<file path="config.mk">
export PLATFORM = sky130hd
export DESIGN_NAME = phase_cpu
export DESIGN_NICKNAME = d
export VERILOG_FILES = /design/src/rtl/phase_cpu.sv
export SDC_FILE = /design/constraint.sdc
export NUM_CORES = 1
export LEC_CHECK = 0
export BUFFER_PORTS_ARGS = -buffer_cell sky130_fd_sc_hd__buf_2
export CAP_MARGIN = 25
export CORE_MARGIN = 1.5
export CORE_UTILIZATION = 50
export CTS_BUF_LIST = sky130_fd_sc_hd__clkbuf_16
export CTS_CLUSTER_SIZE = 14
export DETAILED_ROUTE_END_ITERATION = 6
export PLACE_DENSITY_LB_ADDON = 0.2
export SLEW_MARGIN = 15
export SYNTH_ARGS = -nofsm -noshare
export SYNTH_HDL_FRONTEND = slang
export SYNTH_SLANG_ARGS = --single-unit
</file>
<file path="constraint.sdc">
create_clock -name clk -period 4.94 [get_ports clk]
set_input_delay 0.988 -clock clk [delete_from_list [all_inputs] [get_ports clk]]
set_output_delay 0.988 -clock clk [all_outputs]
set_load 0.005 [all_outputs]
</file>
<file path="src/rtl/phase_cpu.sv">
module phase_cpu (
  input  logic        clk,
  input  logic        rst_n,
  output logic        mem_req,
  output logic [15:0] mem_addr,
  input  logic [15:0] mem_rdata,
  input  logic        mem_ready,
  input  logic [2:0]  dbg_sel,
  output logic [15:0] dbg_reg,
  output logic [15:0] pc_o,
  output logic [2:0]  phase_o
);

  typedef enum logic [2:0] {
    PH_FADR  = 3'd0,
    PH_FRD   = 3'd1,
    PH_FIR   = 3'd2,
    PH_DEC   = 3'd3,
    PH_EVAL  = 3'd4,
    PH_OPND  = 3'd5,
    PH_EXEC  = 3'd6,
    PH_STORE = 3'd7
  } phase_t;

  phase_t      ph, ph_nxt;
  logic [15:0] pc, mar, mdr, ir, opa, opb;
  logic [15:0] rf [8];
  logic [15:0] bus, alu_y, ea, opc_hot, sx5;
  logic [1:0]  aluk;
  logic        g_pc, g_mdr, g_alu, g_ea;
  logic        is_add, is_ld;

  assign opc_hot = 16'h0001 << ir[15:12];
  assign is_add  = opc_hot[1];
  assign is_ld   = opc_hot[6];

  assign sx5 = {{11{ir[4]}}, ir[4:0]};
  assign ea  = rf[ir[8:6]] + {{10{ir[5]}}, ir[5:0]};

  assign aluk = is_add ? 2'b00 : 2'b11;
  always_comb begin
    case (aluk)
      2'b00:   alu_y = opa + opb;
      2'b01:   alu_y = opa & opb;
      2'b10:   alu_y = ~opa;
      default: alu_y = opa;
    endcase
  end

  assign g_pc  = (ph == PH_FADR);
  assign g_mdr = (ph == PH_FIR) || (ph == PH_STORE && is_ld);
  assign g_alu = (ph == PH_STORE) && is_add;
  assign g_ea  = (ph == PH_EVAL);

  assign bus = ({16{g_pc}}  & pc)
             | ({16{g_mdr}} & mdr)
             | ({16{g_alu}} & alu_y)
             | ({16{g_ea}}  & ea);

  assign mem_req  = (ph == PH_FRD) || (ph == PH_OPND && is_ld);
  assign mem_addr = mar;

  always_comb begin
    ph_nxt = ph;
    case (ph)
      PH_FADR:  ph_nxt = PH_FRD;
      PH_FRD:   if (mem_ready) ph_nxt = PH_FIR;
      PH_FIR:   ph_nxt = PH_DEC;
      PH_DEC:   ph_nxt = is_ld ? PH_EVAL : (is_add ? PH_OPND : PH_FADR);
      PH_EVAL:  ph_nxt = PH_OPND;
      PH_OPND:  if (!is_ld) ph_nxt = PH_EXEC;
                else if (mem_ready) ph_nxt = PH_STORE;
      PH_EXEC:  ph_nxt = PH_STORE;
      PH_STORE: ph_nxt = PH_FADR;
      default:  ph_nxt = PH_FADR;
    endcase
  end

  always_ff @(posedge clk) begin
    if (!rst_n) begin
      ph  <= PH_FADR;
      pc  <= '0;
      mar <= '0;
      mdr <= '0;
      ir  <= '0;
      opa <= '0;
      opb <= '0;
      for (int i = 0; i < 8; i++) rf[i] <= '0;
    end else begin
      ph <= ph_nxt;
      case (ph)
        PH_FADR: begin
          mar <= bus;
          pc  <= pc + 16'd1;
        end
        PH_FRD:   if (mem_ready) mdr <= mem_rdata;
        PH_FIR:   ir <= bus;
        PH_EVAL:  mar <= bus;
        PH_OPND: begin
          if (is_ld && mem_ready) mdr <= mem_rdata;
          if (is_add) begin
            opa <= rf[ir[8:6]];
            opb <= ir[5] ? sx5 : rf[ir[2:0]];
          end
        end
        PH_STORE: rf[ir[11:9]] <= bus;
        default: ;
      endcase
    end
  end

  assign dbg_reg = rf[dbg_sel];
  assign pc_o    = pc;
  assign phase_o = ph;

endmodule

</file>
---- Word level (Yosys, flattened, before mapping) ----
Memory sizes are Yosys's and may differ from the RTL's. A register that Yosys moved wholly into a read port is not among the register bits.
Index checks and enable logic that the tools add are counted.
cells by class
  equal/unequal tests ..................... 12
  reductions and logical operators ........ 14
  shift-type cells ........................ 1
  mux-type cells .......................... 23
  bitwise logic cells ..................... 9
  $add $sub $neg .......................... 3
operators by type and width
  kind                                             number
  AND 16 bit                                       5
  2-to-1 mux 16 bit                                4
  bitwise OR 16 bit                                3
  case mux 16 bit (3 select lines)                 1
  adder 16 bit                                     2
  case mux 16 bit (2 select lines)                 1
  2-to-1 mux 3 bit                                 10
  case mux 3 bit (8 select lines)                  1
  adder 16 x 1 -> 16 bit, second input constant    1
  inverter 16 bit                                  1
  OR reduction 16 bit                              1
  == test 3 bit, second input constant             4
  left shift 1 x 4 -> 7 bit, first input constant  1
  == test 3 x 2 -> 1 bit, second input constant    2
  2-to-1 mux 1 bit                                 5
  logical AND 1 bit                                4
  AND reduction 2 bit                              2
  == test 3 x 1 -> 1 bit, second input constant    1
  zero test 3 bit                                  1
  != test 3 bit, second input constant             1
  AND reduction 3 bit                              1
  == test 2 x 1 -> 1 bit, second input constant    1
  == test 2 bit, second input constant             1
  zero test 2 bit                                  1
  other kinds (6)                                  7
storage, ports and cells
  bits in registers ....................... 99
  RAM bits ................................ 128
  input port bits ......................... 22
  output and inout port bits .............. 52
  word-level logic and storage cells ...... 70
  memories ................................ 1
memory list
  memory  words  width  read ports  clocked after Yosys merged registers in  wr ports  line  source
  rf      8      16     3           2                                        8         27    logic [15:0] rf [8];

---- Depth between registers and ports, before layout ----
Gate-level depths: netlist of run 1.
  depth in word-level cells ............... 9
  mapped depth ............................ 13
  gate-level depth less buffers ........... 11

---- Least setup slack after synthesis of run 1 ----
No wires, ideal clock.
  path kind ............................... reg2reg
  from .................................... reg with a tool-made name
  to ...................................... mem rf[0][14], data pin
  buffers on the path ..................... 2
  required time ........................... 4669 ps
  setup slack ............................. 1372 ps
  clock period less this slack ............ 3568 ps
  cell stages (with the launch flop) ...... 14
  setup time .............................. 271 ps
  arrival ................................. 3297 ps
  path through ............................ dfxtp_1 -> buf_2 -> buf_2 -> mux4_2 -> mux2_2 -> ha_1 -> fa_1 -> a21o_1 -> nand3_1 -> a31o_2 -> o41ai_1 -> xor2_1 -> a211oi_2 -> nor2_1
RTL lines
  item           line
  end, declared  27

==> flow_summary.ini, run 1 <==
[status]
status = completed

[yosys]
async_flop_share_pct = 0
yosysSeqAreaShare_pct = 45.6
yosysTopAreaCell = edfxtp_1
synth-edff-count = 128
synth_cell_types = 63
ys.flop_type = edfxtp_1
syn_nets = 1217
ys_warn_count = 0
synth_common_cells = nor2_1 (198), edfxtp_1 (128), nand2_1 (111)
syn_inst = 1157
netlist_top_cells_area = edfxtp_1 (30%), mux4_2 (17%), dfxtp_1 (16%)
ys_seq_elements = 233
synth.most_common_cell = nor2_1
synth_top_area_share_pct = 29.5
syn_area_um2 = 13000
avgSynthCellArea_um2 = 11.3

[final_layout]
fin_nets = 1286
final_core_util_pct = 57.7
syn_to_final_growth_pct = 12.6
antennaDiodeCount = 0
drive_above_1_share_pct = 25.3
nFillCells = 2226

[sta]
setup_slack_ns = 0.634
min_period_over_period_pct = 87.2
rsz0062_at_grt = false
slew_headroom_pct = 33.6
maxSlewViolCount = 0
fin_worst_skew_ns = 0.0254
worstMarginPinSlew_ns = 0.994
max_freq_mhz = 232
setup_viol = 0
tns_ns = 0
hold_viol = 0
min_period_ns = 4.31

[worst_setup_path]
critPathMaxFanout = 14
critical_path_class = register to register
required_ns = 5.22
reg2reg_to = rf[4][14]
critPathLaunchType = register
r2r_setup_slack_ns = 0.63
rr_worst_depth = 11
worstSetupEndpointType = register
worstPathArrival_ns = 4.59

[clocking]
post-cts-setup-buffers = 0
clkTransAtPathRegs_ns = 0.06
clockBufferDepth = 3
clock-sinks = 233
cts_root_buf = clkbuf_16
holdBufCountCts = 0
cts_buffers = 26
cts.repair.resized = 0
h-tree-depth = 1
cts_tree = done
clkLatencyLatePin_ns = 0.55

[place]
hpwl_um = 26100
place_ws_ns = 0.628
place.gp.congestion = 0.891
portBuffers = 73

[floorplanning]
start_util_pct = 51.3
dieHeight_um = 164
die_area_um2 = 27000
rows = 58
core_um2 = 25400
die_w_um = 164
pin_count = 74

[power]
p_leak_nw = 5.31
power_w = 0.00663
cellPowerDensity_nw_per_um2 = 452
ir_worst_vdd_mv = 0.435

[min_path]
min_to = opa[10]
hold_start = opa[10]
hold-path-cell-count = 2
hold_path.class = register to register

[detailed_routing]
drtIter0Drc = 1252
vias = 9967
viasPerCell = 6.33
wl_per_cell_um = 24.5
firstDrtPassIters = 5
drc = 0
routed_wl_um = 38500
drtAntennaViolNets = 0

[global_routing]
grt_start_max_net_pins = 85
overflow = 0
grt_pass1_vias = 9720
grt_pass1_wl_um = 58600
antenna_found_initial = 0
grtUsageTotal_pct = 29.3

[flow_run]
cap_violations = 0
[worst max path at each step]
stage | start | endpoint | slack (ns) | depth (start not counted)
2_1_floorplan | register | rf[0][14] | 1.37 | 13
3_3_place_gp | register | rf[7][14] | 0.71 | 11
3_5_place_dp | register | rf[4][14] | 0.63 | 11
4_1_cts | register | rf[5][12] | 0.59 | 12
5_1_grt | register | rf[7][14] | 0.29 | 11
6_report | register | rf[4][14] | 0.63 | 11
[power by group]
| part | internal (W) | leakage [nW] | switching [W] |
|---|---|---|---|
| Sequential | 0.00224 | 2.18 | 0.000275 |
| Combinational | 0.00102 | 2.72 | 0.00123 |
| Clock | 0.00106 | 0.415 | 0.000801 |
| Total | 0.00432 | 5.31 | 0.00231 |
[final cells by class]
class | instances | area (um2) | share of cell area (%)
Inverter | 10 | 37.5 | 0.256
Clock inverter | 21 | 155 | 1.06
Clock buffer | 26 | 651 | 4.44
Tap cell | 330 | 413 | 2.82
Multi-Input combinational cell | 838 | 6750 | 46.0
Sequential cell | 233 | 5950 | 40.6
Timing Repair Buffer | 117 | 711 | 4.85
[cells by family after synthesis]
logic type	share of synthesized area [%]
simple gates	12.4
xor+xnor	2.08
buf+inv	2.58
mux	22.3
compound gates	11.3
flops	45.6
fa+ha+maj	3.77
[sequential cells by signal (all words and copies together) (netlist names), named ones only]
| register | count |
|---|---|
| mdr | 16 |
| phase_o | 3 |
| ir | 16 |
| mem_addr | 16 |
| opa | 16 |
| pc_o | 16 |
| opb | 16 |
| rf | 128 |
[worst max-delay path, cell delays in order (launching register included)]
cell and delay (ns):
dfxtp_2 0.65, buf_4 0.33, mux4_2 0.52, mux2_2 0.30, ha_1 0.37, a21oi_1 0.38
o21ai_0 0.14, a221oi_1 0.28, o41ai_1 0.14, xor2_1 0.18, a211oi_2 0.65, nor2_1 0.09
[placed cells by master (no fill, tap or decap), types with 3 or more instances in the layout]
cell type and n:
clkbuf_16 26, buf_4 42, inv_1 16, a311oi_1 3, o211ai_1 14, buf_2 73, nor3b_1 3, mux2_2 45
xor2_1 21, nor2_1 198, and3_1 5, xnor2_1 10, a31oi_1 3, clkinv_1 4, dfxtp_1 103, nand4_1 8
a221oi_2 5, or3_1 9, nand2b_1 3, edfxtp_1 128, nand3_1 16, a21o_1 7, o31ai_1 5, nor4_1 4
mux4_2 96, o21ai_0 44, a21oi_1 78, ha_1 36, a211oi_1 22, clkinv_2 4, and2_1 3, nor3_1 9
a22oi_1 9, nand2_1 111, nor2b_1 5, mux2i_1 23, o21bai_1 3, o21a_1 4
[metal layers]
layer | GRT usage (%) | share of wire, % | wire length (um)
met3 | 4.70 | 8.1 | 3110
met2 | 45.2 | 46 | 17900
met5 | 0 | 0 | 0
met1 | 41.3 | 42 | 16000
met4 | 12.2 | 3.9 | 1500
[stage by stage]
step                area, um2  hold WS [ns]  cells
global route            14700         0.480   1575
detailed placement      13800         0.453   1526
finish                  14700         0.457   1575
floorplan               13000         0.440   1157
global placement        13800         0.449   1526
CTS                     14600         0.461   1573
Note: power is estimated with default switching activity, not from simulation.
==> run 2, diff against run 1 <==
--- a/config.mk
+++ b/config.mk
@@ -5,13 +5,13 @@
 export SDC_FILE = /design/constraint.sdc
 export NUM_CORES = 1
 export LEC_CHECK = 0
-export BUFFER_PORTS_ARGS = -buffer_cell sky130_fd_sc_hd__buf_2
 export CAP_MARGIN = 25
 export CORE_MARGIN = 1.5
 export CORE_UTILIZATION = 50
 export CTS_BUF_LIST = sky130_fd_sc_hd__clkbuf_16
 export CTS_CLUSTER_SIZE = 14
 export DETAILED_ROUTE_END_ITERATION = 6
+export DONT_BUFFER_PORTS = 1
 export PLACE_DENSITY_LB_ADDON = 0.2
 export SLEW_MARGIN = 15
 export SYNTH_ARGS = -nofsm -noshare
==> constraint.sdc (replaced) <==
create_clock -name clk -period 5.3 [get_ports clk]
set_input_delay 1.06 -clock clk [delete_from_list [all_inputs] [get_ports clk]]
set_output_delay 1.06 -clock clk [all_outputs]
set_load 0.005 [all_outputs]
==> run 2 against run 1 <==
Net effect: sequential power shrank 8.3%; total power shrank 5.5%; clock skew shrank 0.0076 ns; non-clock buffer count is 76 lower; register-to-register slack improved by 0.64 ns; worst hold slack better by 0.0024 ns; clock-buffer cell count did not move; setup slack better by 0.64 ns; critical path type unchanged; highest routed layer unchanged.
==> flow_summary.ini, run 2 (same netlist as run 1, synthesis figures left out) <==
[floorplanning]
dieHeight_um = 164
pin_count = 74
start_util_pct = 51.3
die_area_um2 = 27000
core_um2 = 25400
rows = 58
die_w_um = 164

[global_routing]
grt_pass1_wl_um = 57000
antenna_found_initial = 0
grtUsageTotal_pct = 28.4
overflow = 0
grt_start_max_net_pins = 86
met1_usage_pct = 40.5
gr-usage-met3_pct = 5.12
grt_pass1_vias = 9347
grtUsageMet2_pct = 44.6
grt-busiest-layer = met2

[clocking]
clock-sinks = 233
cts_tree = done
holdBufCountCts = 0
clkTransAtPathRegs_ns = 0.06
cts_buffers = 26
post-cts-setup-buffers = 0
cts.repair.resized = 0
h-tree-depth = 1
clockBufferDepth = 3
cts_root_buf = clkbuf_16
clkLatencyLatePin_ns = 0.54

[final_layout]
layout_common_cells = nor2_1 (198), edfxtp_1 (128), nand2_1 (111)
fin_nets = 1210
final_common_cell = nor2_1
antennaDiodeCount = 0
drive_above_1_share_pct = 20.9
syn_to_final_growth_pct = 10.7
largest_reg_flops = 128
largest-register = rf

[detailed_routing]
drc = 0
wl_per_cell_um = 25.2
routed_wl_um = 37700
vias = 9710
drtIter0Drc = 1154
firstDrtPassIters = 5
drtAntennaViolNets = 0
viasPerCell = 6.47

[sta]
min_period_ns = 4.03
hold_viol = 0
rsz0062_at_grt = false
setup_viol = 0
maxSlewViolCount = 0
fin_worst_skew_ns = 0.0179
tns_ns = 0
slew_headroom_pct = 35.2
max_freq_mhz = 248
worstMarginPinSlew_ns = 0.970
min_period_over_period_pct = 76.0

[min_path]
hold_path.class = register to register

[worst_setup_path]
critPathMaxFanout = 32
critPathLaunchType = register
worstSetupEndpointType = register
required_ns = 5.56
worstPathArrival_ns = 4.29
critical_path_class = register to register

[power]
power.internal_w = 0.00414
switching_power_w = 0.00213
ir_worst_vdd_mv = 0.373
p_leak_nw = 5.02
pwr-share-clk_pct = 30.3
power_w = 0.00627
p_comb_share_pct = 32.9
swShare_pct = 33.9
seq_power_share_pct = 36.8
cellPowerDensity_nw_per_um2 = 435

[place]
portBuffers = 0
place.gp.congestion = 0.914
hpwl_um = 25100

[status]
status = completed

[flow_run]
cap_violations = 0
==> run 2: layout make-up <==
class,count,area (um2)
clock buffer,26,651
clock inverter,22,249
fill,2148,11000
inverter,10,37.5
multi-input combinational,838,6750
sequential,233,5950
tap,330,413
timing repair buffer,41,372
==> run 2: critical path: stages (launching register included) <==
cell and delay, ns:
dfxtp_2 0.34, buf_12 0.25, mux4_2 0.54, mux2_2 0.32, ha_1 0.22, fa_1 0.42
a21o_1 0.19, nand3_1 0.12, a31o_2 0.23, nand2_1 0.09, a31o_2 0.26, a211oi_2 0.67
nor2_1 0.08
==> run 2: path summary, 6_finish.rpt <==
path | start | endpoint | slack (ns) | depth (start not counted)
min reg2reg | opa[4] | opa[4] | 0.46 | 2
min | opa[4] | opa[4] | 0.46 | 2
max reg2reg | register | rf[7][12] | 1.27 | 12
max | register | rf[7][12] | 1.27 | 12
==> run 2: metrics by stage <==
stage,utilization [%],setup WS [ns],instance area (um2),cells,hold slack [ns]
floorplan,-,1.59,13000,1157,0.440
global placement,52.9,1.33,13400,1448,0.450
detailed placement,53.0,1.29,13500,1449,0.453
CTS,56.5,1.27,14400,1497,0.461
global route,56.8,1.07,14400,1500,0.471
finish,56.8,1.27,14400,1500,0.460
==> run 2: per-layer routing <==
| layer | routed length, um | vias up |
|---|---|---|
| li1 | - | 4347 |
| met1 | 15400 | 4799 |
| met2 | 17700 | 487 |
| met3 | 3710 | 77 |
| met4 | 966 | 0 |
| met5 | 0 | - |
==> run 2: power by group through the flow <==
stage / sequential (W) / combinational, W / clock (W)
floorplan: 0.00224 / 0.00156 / 0
global placement: 0.00235 / 0.00197 / 0
detailed placement: 0.00234 / 0.00202 / 0
CTS: 0.00231 / 0.00203 / 0.00191
global route: 0.00233 / 0.00221 / 0.00199
finish: 0.00231 / 0.00206 / 0.00190
